`config.mk`:
```
export PLATFORM = sky130hd
export DESIGN_NAME = rtc_irq_ctrl
export DESIGN_NICKNAME = d
export VERILOG_FILES = /design/src/rtl/rtc_irq_pkg.sv /design/src/rtl/rtc_evt_flag.sv /design/src/rtl/rtc_pit.sv /design/src/rtl/rtc_reg_rd.sv /design/src/rtl/rtc_irq_ctrl.sv
export SDC_FILE = /design/constraint.sdc
export NUM_CORES = 1
export LEC_CHECK = 0
export ABC_AREA = 1
export BUFFER_PORTS_ARGS = -buffer_cell sky130_fd_sc_hd__buf_2
export CAP_MARGIN = 25
export CORE_AREA = 3 3 68 134
export DETAILED_ROUTE_END_ITERATION = 8
export DIE_AREA = 0 0 71 137
export PLACE_DENSITY_LB_ADDON = 0.08
export SYNTH_ARGS = -nofsm -noshare
export SYNTH_HDL_FRONTEND = slang
export SYNTH_SLANG_ARGS = --single-unit
```
`constraint.sdc`:
```
create_clock -name clk -period 3.8 [get_ports clk]
set_clock_uncertainty 0.05 [all_clocks]
set_input_delay 0.19 -clock clk [delete_from_list [all_inputs] [get_ports clk]]
set_output_delay 0.19 -clock clk [all_outputs]
set_load 0.01 [all_outputs]
```
`src/rtl/rtc_irq_pkg.sv`:
```
package rtc_irq_pkg;
   localparam int NFLAG      = 7;
   localparam int STAT_W     = 16;
   localparam int SEC_IDX    = 1;
   localparam int PER_IDX    = 6;
   localparam int CNT_EN_POS = 15;
   // flag index -> status bit of the flag and of its enable
   localparam int FLAG_POS [NFLAG] = '{0, 1, 4, 6, 8, 10, 13};
   localparam int EN_POS   [NFLAG] = '{2, 3, 5, 7, 9, 11, 14};
   // every flag except the one-second flag feeds the alarm line
   localparam logic [NFLAG-1:0] ALM_MASK = 7'b111_1101;
endpackage

```
`src/rtl/rtc_evt_flag.sv`:
```
module rtc_evt_flag (
   input  logic clk,
   input  logic rst_n,
   input  logic set_i,
   input  logic clr_i,
   output logic q
);
   always_ff @(posedge clk or negedge rst_n) begin
      if (!rst_n)     q <= 1'b0;
      else if (set_i) q <= 1'b1;
      else if (clr_i) q <= 1'b0;
   end
endmodule

```
`src/rtl/rtc_pit.sv`:
```
module rtc_pit #(
   parameter int PER_W = 10
) (
   input  logic             clk,
   input  logic             rst_n,
   input  logic             ms_tick,
   input  logic             cnt_en,
   input  logic [PER_W-1:0] ivl,
   output logic             evt
);
   logic [PER_W-1:0] cnt_q;
   logic [PER_W:0]   cnt_inc;
   logic             ivl_live;

   assign cnt_inc  = {1'b0, cnt_q} + 1'b1;
   assign ivl_live = (ivl != '0);
   assign evt      = ms_tick && cnt_en && ivl_live && (cnt_inc >= {1'b0, ivl});

   always_ff @(posedge clk or negedge rst_n) begin
      if (!rst_n)                  cnt_q <= '0;
      else if (!cnt_en)            cnt_q <= '0;
      else if (ms_tick && evt)     cnt_q <= '0;
      else if (ms_tick && ivl_live) cnt_q <= cnt_inc[PER_W-1:0];
   end
endmodule

```
`src/rtl/rtc_reg_rd.sv`:
```
module rtc_reg_rd #(
   parameter int                DATA_W   = 32,
   parameter int                ADDR_W   = 8,
   parameter int                PER_W    = 10,
   parameter logic [ADDR_W-1:0] STAT_OFF = 8'h08,
   parameter logic [ADDR_W-1:0] PER_OFF  = 8'h38,
   parameter bit                RD_REG   = 1'b1
) (
   input  logic                          clk,
   input  logic                          rst_n,
   input  logic                          rd,
   input  logic [ADDR_W-1:0]             addr,
   input  logic [rtc_irq_pkg::STAT_W-1:0] stat,
   input  logic [PER_W-1:0]              ivl,
   output logic [DATA_W-1:0]             rdata
);
   logic [DATA_W-1:0] sel;

   always_comb begin
      sel = '0;
      if (addr == STAT_OFF)     sel[rtc_irq_pkg::STAT_W-1:0] = stat;
      else if (addr == PER_OFF) sel[PER_W-1:0] = ivl;
   end

   generate
      if (RD_REG) begin : g_reg
         always_ff @(posedge clk or negedge rst_n) begin
            if (!rst_n)  rdata <= '0;
            else if (rd) rdata <= sel;
         end
      end else begin : g_comb
         logic unused_clk;
         assign unused_clk = clk ^ rst_n;
         assign rdata = rd ? sel : '0;
      end
   endgenerate
endmodule

```
`src/rtl/rtc_irq_ctrl.sv`:
```
module rtc_irq_ctrl #(
   parameter int                DATA_W   = 32,
   parameter int                ADDR_W   = 8,
   parameter int                PER_W    = 10,
   parameter logic [ADDR_W-1:0] STAT_OFF = 8'h08,
   parameter logic [ADDR_W-1:0] PER_OFF  = 8'h38,
   parameter bit                RD_REG   = 1'b1
) (
   input  logic              clk,
   input  logic              rst_n,
   input  logic              bus_wr,
   input  logic              bus_rd,
   input  logic [ADDR_W-1:0] bus_addr,
   input  logic [DATA_W-1:0] bus_wdata,
   output logic [DATA_W-1:0] bus_rdata,
   input  logic              sec_tick,
   input  logic              ms_tick,
   input  logic [4:0]        alm_hit,
   output logic              irq_sec,
   output logic              irq_alarm
);
   import rtc_irq_pkg::*;

   generate
      if (DATA_W <= STAT_W) begin : g_bad_data
         $error("rtc_irq_ctrl: DATA_W must exceed the status word width");
      end
      if (PER_W < 10 || PER_W > STAT_W) begin : g_bad_per
         $error("rtc_irq_ctrl: PER_W must hold 1000 and fit the word");
      end
      if (STAT_OFF == PER_OFF) begin : g_bad_map
         $error("rtc_irq_ctrl: register offsets collide");
      end
   endgenerate

   logic              stat_wr, ivl_wr;
   logic [NFLAG-1:0]  flag_q, en_q, evt_all;
   logic              cnt_en_q;
   logic [PER_W-1:0]  ivl_q;
   logic              pit_evt;
   logic [STAT_W-1:0] stat;
   logic              unused_wdata;

   assign unused_wdata = ^bus_wdata[DATA_W-1:STAT_W];
   assign stat_wr = bus_wr && (bus_addr == STAT_OFF);
   assign ivl_wr  = bus_wr && (bus_addr == PER_OFF);
   assign evt_all = {pit_evt, alm_hit[4:1], sec_tick, alm_hit[0]};

   generate
      for (genvar i = 0; i < NFLAG; i++) begin : g_flag
         rtc_evt_flag u_flag (
            .clk   (clk),
            .rst_n (rst_n),
            .set_i (evt_all[i]),
            .clr_i (stat_wr && bus_wdata[FLAG_POS[i]]),
            .q     (flag_q[i])
         );
         always_ff @(posedge clk or negedge rst_n) begin
            if (!rst_n)       en_q[i] <= 1'b0;
            else if (stat_wr) en_q[i] <= bus_wdata[EN_POS[i]];
         end
      end
   endgenerate

   always_ff @(posedge clk or negedge rst_n) begin
      if (!rst_n) begin
         cnt_en_q <= 1'b0;
         ivl_q    <= '0;
      end else begin
         if (stat_wr) cnt_en_q <= bus_wdata[CNT_EN_POS];
         if (ivl_wr)  ivl_q    <= bus_wdata[PER_W-1:0];
      end
   end

   rtc_pit #(.PER_W(PER_W)) u_pit (
      .clk     (clk),
      .rst_n   (rst_n),
      .ms_tick (ms_tick),
      .cnt_en  (cnt_en_q),
      .ivl     (ivl_q),
      .evt     (pit_evt)
   );

   always_comb begin
      stat = '0;
      for (int i = 0; i < NFLAG; i++) begin
         stat[FLAG_POS[i]] = flag_q[i];
         stat[EN_POS[i]]   = en_q[i];
      end
      stat[CNT_EN_POS] = cnt_en_q;
   end

   rtc_reg_rd #(
      .DATA_W   (DATA_W),
      .ADDR_W   (ADDR_W),
      .PER_W    (PER_W),
      .STAT_OFF (STAT_OFF),
      .PER_OFF  (PER_OFF),
      .RD_REG   (RD_REG)
   ) u_rd (
      .clk   (clk),
      .rst_n (rst_n),
      .rd    (bus_rd),
      .addr  (bus_addr),
      .stat  (stat),
      .ivl   (ivl_q),
      .rdata (bus_rdata)
   );

   assign irq_sec   = flag_q[SEC_IDX] & en_q[SEC_IDX];
   assign irq_alarm = |(flag_q & en_q & ALM_MASK);
endmodule

```
==> results of run 1 <==
==> worst max-delay path by stage <==
stage,start,to,slack [ns],depth (start not counted)
2_1_floorplan,u_pit.cnt_q[0],u_pit.cnt_q[9],1.67,16
3_3_place_gp,u_pit.cnt_q[0],u_pit.cnt_q[2],1.11,12
3_5_place_dp,u_pit.cnt_q[0],u_pit.cnt_q[7],1.09,12
4_1_cts,u_pit.cnt_q[0],u_pit.cnt_q[7],1.07,12
5_1_grt,u_pit.cnt_q[0],u_pit.cnt_q[7],0.84,12
6_report,u_pit.cnt_q[0],u_pit.cnt_q[1],1.14,12
==> registers in the layout, summed over array words and instances, names as in the netlist <==
| signal | flops |
|---|---|
| cnt_en_q | 1 |
| en_q | 7 |
| g_flag.u_flag.q | 7 |
| ivl_q | 10 |
| u_pit.cnt_q | 10 |
| u_rd.rdata | 15 |
==> routing by layer <==
layer,track usage,wire (um),up-vias
li1,-,-,1271
met1,0.157,2580,1129
met2,0.314,4320,53
met3,0.0250,273,15
met4,0.0753,230,0
met5,0,0,-
==> worst max-delay path, delay by kind of cell, from the launching register on <==
kind | cells | cell delay, ns
XOR/XNOR | 1 | 0.24
flip-flops | 1 | 0.53
adder cells (fa/ha/maj) | 2 | 0.61
buffers and inverters | 1 | 0.07
AND/OR/NAND/NOR | 8 | 1.04
==> power breakdown <==
part / leakage (nW) / switching [W] / internal, W
registers: 0.581 / 0.0000493 / 0.000575
clock network: 0.0698 / 0.000204 / 0.000244
logic: 1.13 / 0.000140 / 0.0000888
total: 1.78 / 0.000393 / 0.000908
==> metrics by stage <==
step	std cells	instance area, um^2	total power (W)	util
3_5_place_dp	521	3130	0.000868	0.381
5_1_grt	530	3290	0.00138	0.400
4_1_cts	530	3290	0.00132	0.400
6_report	530	3290	0.00130	0.400
2_1_floorplan	398	2920	0.000787	-
3_3_place_gp	521	3130	0.000862	0.381
==> cell type report <==
type	count	area (um^2)
Clock buffer	5	125
Clock inverter	3	21.3
Fill cell	910	4940
Inverter	49	184
Multi-Input combinational cell	270	1290
Sequential cell	50	1250
Tap cell	98	123
Timing Repair Buffer	55	290
==> synthesized netlist by cell type <==
cell type  number  area share
buf_6           2      0.0079
buf_2           7       0.012
nor2_4          1      0.0039
nand2_2         1      0.0022
o21a_1          1      0.0026
nand4_1         2      0.0044
nand3_2         1      0.0035
clkbuf_1        3      0.0039
nor2_1         38       0.050
nand2_1       106        0.14
a21o_1          6       0.016
dfrtp_1        50        0.44
nand3_1        36       0.063
inv_1          47       0.062
conb_1          1      0.0013
buf_4          17       0.045
o22ai_1         1      0.0022
a21oi_1        25       0.044
o2111ai_1       1      0.0031
nor4_1          1      0.0022
inv_2           2      0.0026
o31ai_1         1      0.0026
ha_1           11       0.048
nand3b_1        1      0.0026
xor2_1          2      0.0061
o21bai_1        1      0.0026
o21ai_0        11       0.019
o21ai_1         4      0.0070
nor2_2          2      0.0044
==> cells by family (layout without fill, tap and decap cells) <==
logic type / Yosys count / after routing
fa+ha+maj: 11 / 11
flops: 50 / 50
simple gates: 189 / 189
xor+xnor: 2 / 2
other cells: 1 / 17
buf+inv: 78 / 112
compound gates: 51 / 51
==> impl_metrics.tcl, run 1 <==
set metrics [dict create \
    synth-xor-area-share 0.00612 \
    setup_viol 0 \
    final_max_slew_viol_count 0 \
    period_needed_ns 2.66 \
    crit_chain "ha_1 > nand3_1 > xor2_1 > inv_1 > ha_1 > nand2_1 > nor2_1 > nand2_1 > nand2_1 > nand3_2 > nand3_1 > nand2_1" \
    dpl.hpwl_mm 5.97 \
    hold_path_end "g_flag[3].u_flag.q" \
    reg2reg_slack_ns 1.14 \
    ff2ff_path_depth 12 \
    synth.avg_cell_area_um2 7.49 \
    htreeDepth 2 \
    clkLatencyLatePin_ns 0.29 \
    place.port_buffers 50 \
    diodes 0 \
    crit_arrival_ns 2.79 \
    drt_first_pass_iters 4 \
    synth.yosys.warnings 0 \
    postRouteAntennaNets 0 \
    start_util 0.347 \
    tightest_slew_ns 0.944 \
    layout_common_cells "nand2_1 (106), dfrtp_1 (50), buf_2 (50)" \
    drc 0 \
    critPathKind "reg2reg" \
    clock-sinks 50 \
    crit_path_frequent_cell "nand2_1" \
    ir_worst_vdd_mv 0.188 \
    hold_depth 2 \
    vias_per_cell 4.66 \
    hold_slack_ns 0.0203 \
    synth_top_family_by_area "simple AND/OR/NAND/NOR gates" \
    wl_per_cell_um 14.0 \
    synthSimpleGateAreaFrac 0.275 \
    yosysUniqueCellTypes 29 \
    clk_pin_slew_ns 0.07 \
    slowest_stage "dfrtp_1" \
    hold_class "in2reg" \
    dpl_worst_slack_ns 1.09 \
    ys_seq_area_frac 0.437 \
    power_density_mw_per_mm2 396 \
    rsz0062_at_grt "false" \
    area_delta_synth_final_pct 15.0 \
    ys_seq_elements 50 \
    crit_required_ns 3.93 \
    synthesis.area_mm2 0.00286 \
    status "finished, final reports clean" \
    final_common_cell "nand2_1" \
    maxSlewHeadroom 0.370 \
    grt.total_usage 0.160 \
    finalCritPeriodShare 0.699 \
    overflow 0 \
    fin_setup_tns_ns 0 \
    die_h_um 137 \
    final_net_count 493 \
    grt_max_degree 34 \
    min_from "alm_hit[2]" \
    worstPathMaxFanout 11 \
    cts-root-buf "clkbuf_16" \
    ios 85 \
    hold_viol 0 \
    dr_total_vias 2468 \
    postCtsSetupBuffers 0 \
    power.leakage_nw 1.78 \
    cp-end-kind "flop" \
    antenna_found_initial 0 \
    cts_tree "yes" \
    die_w_um 71 \
    setup_slack_ns 1.14 \
    synth-compound-area-share 0.0989 \
    finalWeightedCongestion 0.845 \
    cap_viol_max_count 0 \
    dieArea_mm2 0.00973 \
    synthesis.instances 382 \
    cts_resized 0 \
    start_kind "flop" \
    rr_endpoint "u_pit.cnt_q[1]" \
    fmax_ghz 0.376 \
    synth_adder_area_share 0.0481 \
    wl_mm 7.40 \
    cts.path.max_buffers 2 \
    hold_buffers 1 \
    grt_pass1_vias 2386 \
    numCtsBuffers 5 \
    drive_gt1_frac 0.162 \
    synthMuxAreaShare 0 \
    cp_slowest_stage_delay_ns 0.53 \
    grt_pass1_wl_mm 11.9 \
    drt_iter0_markers 94 \
    r2r-start "u_pit.cnt_q[0]" \
    core_area_mm2 0.00823 \
    num_rows 47 \
]
(Power assumes the default switching activity.)
==> run 2: changes to the inputs <==
==> constraint.sdc (replaced) <==
create_clock -name clk -period 2.3 [get_ports clk]
set_clock_uncertainty 0.05 [all_clocks]
set_input_delay 0.115 -clock clk [delete_from_list [all_inputs] [get_ports clk]]
set_output_delay 0.115 -clock clk [all_outputs]
set_load 0.01 [all_outputs]
==> run 2 against run 1 <==
Clock-buffer cell count did not move. Wire length rose by 8.5%. Clock power rose by 75%. Hold slack got worse by 0.011 ns. Utilization rose by 5.4 points. Setup slack got worse by 1.0 ns.
==> impl_metrics.tcl, run 2 (synthesis gave the netlist of run 1 again) <==
set metrics [dict create \
    cts.path.max_buffers 2 \
    drt_iter0_markers 133 \
    dpl.hpwl_mm 6.09 \
    met1_usage 0.166 \
    status "finished, final reports clean" \
    overflow 0 \
    r2r-start "u_pit.cnt_q[1]" \
    seq_area_mm2 0.00125 \
    grt_util_met2 0.336 \
    maxSlewHeadroom 0.547 \
    period_needed_ns 2.18 \
    critPathKind "reg2reg" \
    cts-root-buf "clkbuf_16" \
    diodes 0 \
    htreeDepth 2 \
    cp-startpoint "u_pit.cnt_q[1]" \
    wl_mm 8.03 \
    grt.total_usage 0.170 \
    vias_per_cell 4.73 \
    hold_viol 0 \
    fillers 861 \
    cap_viol_max_count 0 \
    grt_busiest_layer "met2" \
    start_kind "flop" \
    drt_first_pass_iters 4 \
    hold_class "in2reg" \
    die_h_um 137 \
    critPathBufInv 4 \
    drc 0 \
    cp_slowest_stage_delay_ns 0.42 \
    slowest_stage "dfrtp_1" \
    crit_path_frequent_cell "nand2_1" \
    regMostFlops "u_rd.rdata" \
    cp-end-kind "flop" \
    worstPathMaxFanout 3 \
    grt_pass1_wl_mm 12.7 \
    final_net_count 524 \
    crit_chain "buf_6 > nand2_1 > nor2_2 > buf_6 > nand2_1 > nand2_1 > nand2_2 > inv_2 > ha_4 > nand2_2 > nor2_2 > nand2_1 > nand2_1 > a21oi_2 > buf_4 > nand2_1 > nand2_1 > nand2_1" \
    start_util 0.347 \
    drive_gt1_frac 0.242 \
    crit_arrival_ns 2.32 \
    ios 85 \
    cts_tree "yes" \
    min_from "bus_wdata[2]" \
    reg.largest.list "u_rd.rdata (15), ivl_q (10), u_pit.cnt_q (10)" \
    setup_viol 0 \
    crit_required_ns 2.44 \
    tightest_slew_ns 0.679 \
    largest_reg_flops 15 \
    dieArea_mm2 0.00973 \
    ir_worst_vdd_mv 0.420 \
    place.port_buffers 50 \
    clkLatencyLatePin_ns 0.30 \
    dr_total_vias 2653 \
    core_area_mm2 0.00823 \
    cp_top_family "simple AND/OR/NAND/NOR gates" \
    numCtsBuffers 5 \
    final_common_cell "nand2_1" \
    fin_setup_tns_ns 0 \
    dpl_worst_slack_ns -0.0640 \
    multi_input_area_mm2 0.00145 \
    grt_max_degree 51 \
    clock-sinks 50 \
    clk_pin_slew_ns 0.07 \
    setup_slack_ns 0.118 \
    power.leakage_nw 1.92 \
    layout_common_cells "nand2_1 (102), buf_2 (50), dfrtp_1 (47)" \
    wl_per_cell_um 14.3 \
    area_delta_synth_final_pct 30.5 \
    finalWeightedCongestion 0.819 \
    postRouteAntennaNets 0 \
    fmax_ghz 0.458 \
    finalPower_w 0.00238 \
    grtUsageMet3 0.0250 \
    antenna_found_initial 0 \
    final_max_slew_viol_count 0 \
    grt_pass1_vias 2658 \
    power_density_mw_per_mm2 637 \
    die_w_um 71 \
    finalCritPeriodShare 0.949 \
    num_rows 47 \
]
[run 2: changes by cell type in the layout (fill, tap and decap cells not counted), sizes merged]
cell and delta:
dlygate4sd3 +14, inv +2, clkinv -1, clkinvlp -1
buf +16, nand3 +1
[run 2: worst min-delay path, stage by stage]
cell	delay [ns]
buf_2	0.10
nand2_1	0.05
nand2_1	0.05
[run 2: stage by stage]
stage	hold WS (ns)	cell area (um^2)	std cells	utilization
6_report	0.00905	3730	561	0.453
3_5_place_dp	0.228	3250	536	0.394
4_1_cts	0.00155	3570	559	0.434
2_1_floorplan	-0.231	2920	398	-
5_1_grt	0.00835	3730	561	0.453
3_3_place_gp	0.235	3250	536	0.394
[run 2: path summary, 6_finish.rpt]
check,depth (start not counted),slack (ns),end
max reg2reg,18,0.12,g_flag[6].u_flag.q
max in group asynchronous,3,1.30,u_pit.cnt_q[4]
min in group asynchronous,3,0.42,u_rd.rdata[3]
max,18,0.12,g_flag[6].u_flag.q
min,3,0.009,en_q[0]
min reg2reg,2,0.43,u_rd.rdata[13]
[run 2: area by class of cell]
class,count,share of cell area
well taps,98,0.0329
inverters,49,0.0499
clock buffers,5,0.0335
repair buffers,85,0.152
clock inverters,3,0.00771
flip-flops and latches,50,0.336
multi-input cells,271,0.388
[run 2: metal layers]
metal,up-vias,share of wire
met2,63,0.59
li1,1338,-
met1,1233,0.34
met4,0,0.035
met5,-,0
met3,19,0.034
[run 2: repair_timing]
action	4_1_cts	5_1_grt
hold buffers	15	0
endpoints found under the setup margin	11	11
resized for setup	5	34
buffers inserted	0	2
cloned	0	1
pin swaps	0	8
endpoints found under the hold margin	64	0
[run 2: where the power goes]
group	total [W]	switching, W	internal [W]
Clock	0.000782	0.000365	0.000418
Combinational	0.000552	0.000298	0.000254
Sequential	0.00104	0.0000886	0.000954
Total	0.00238	0.000752	0.00163
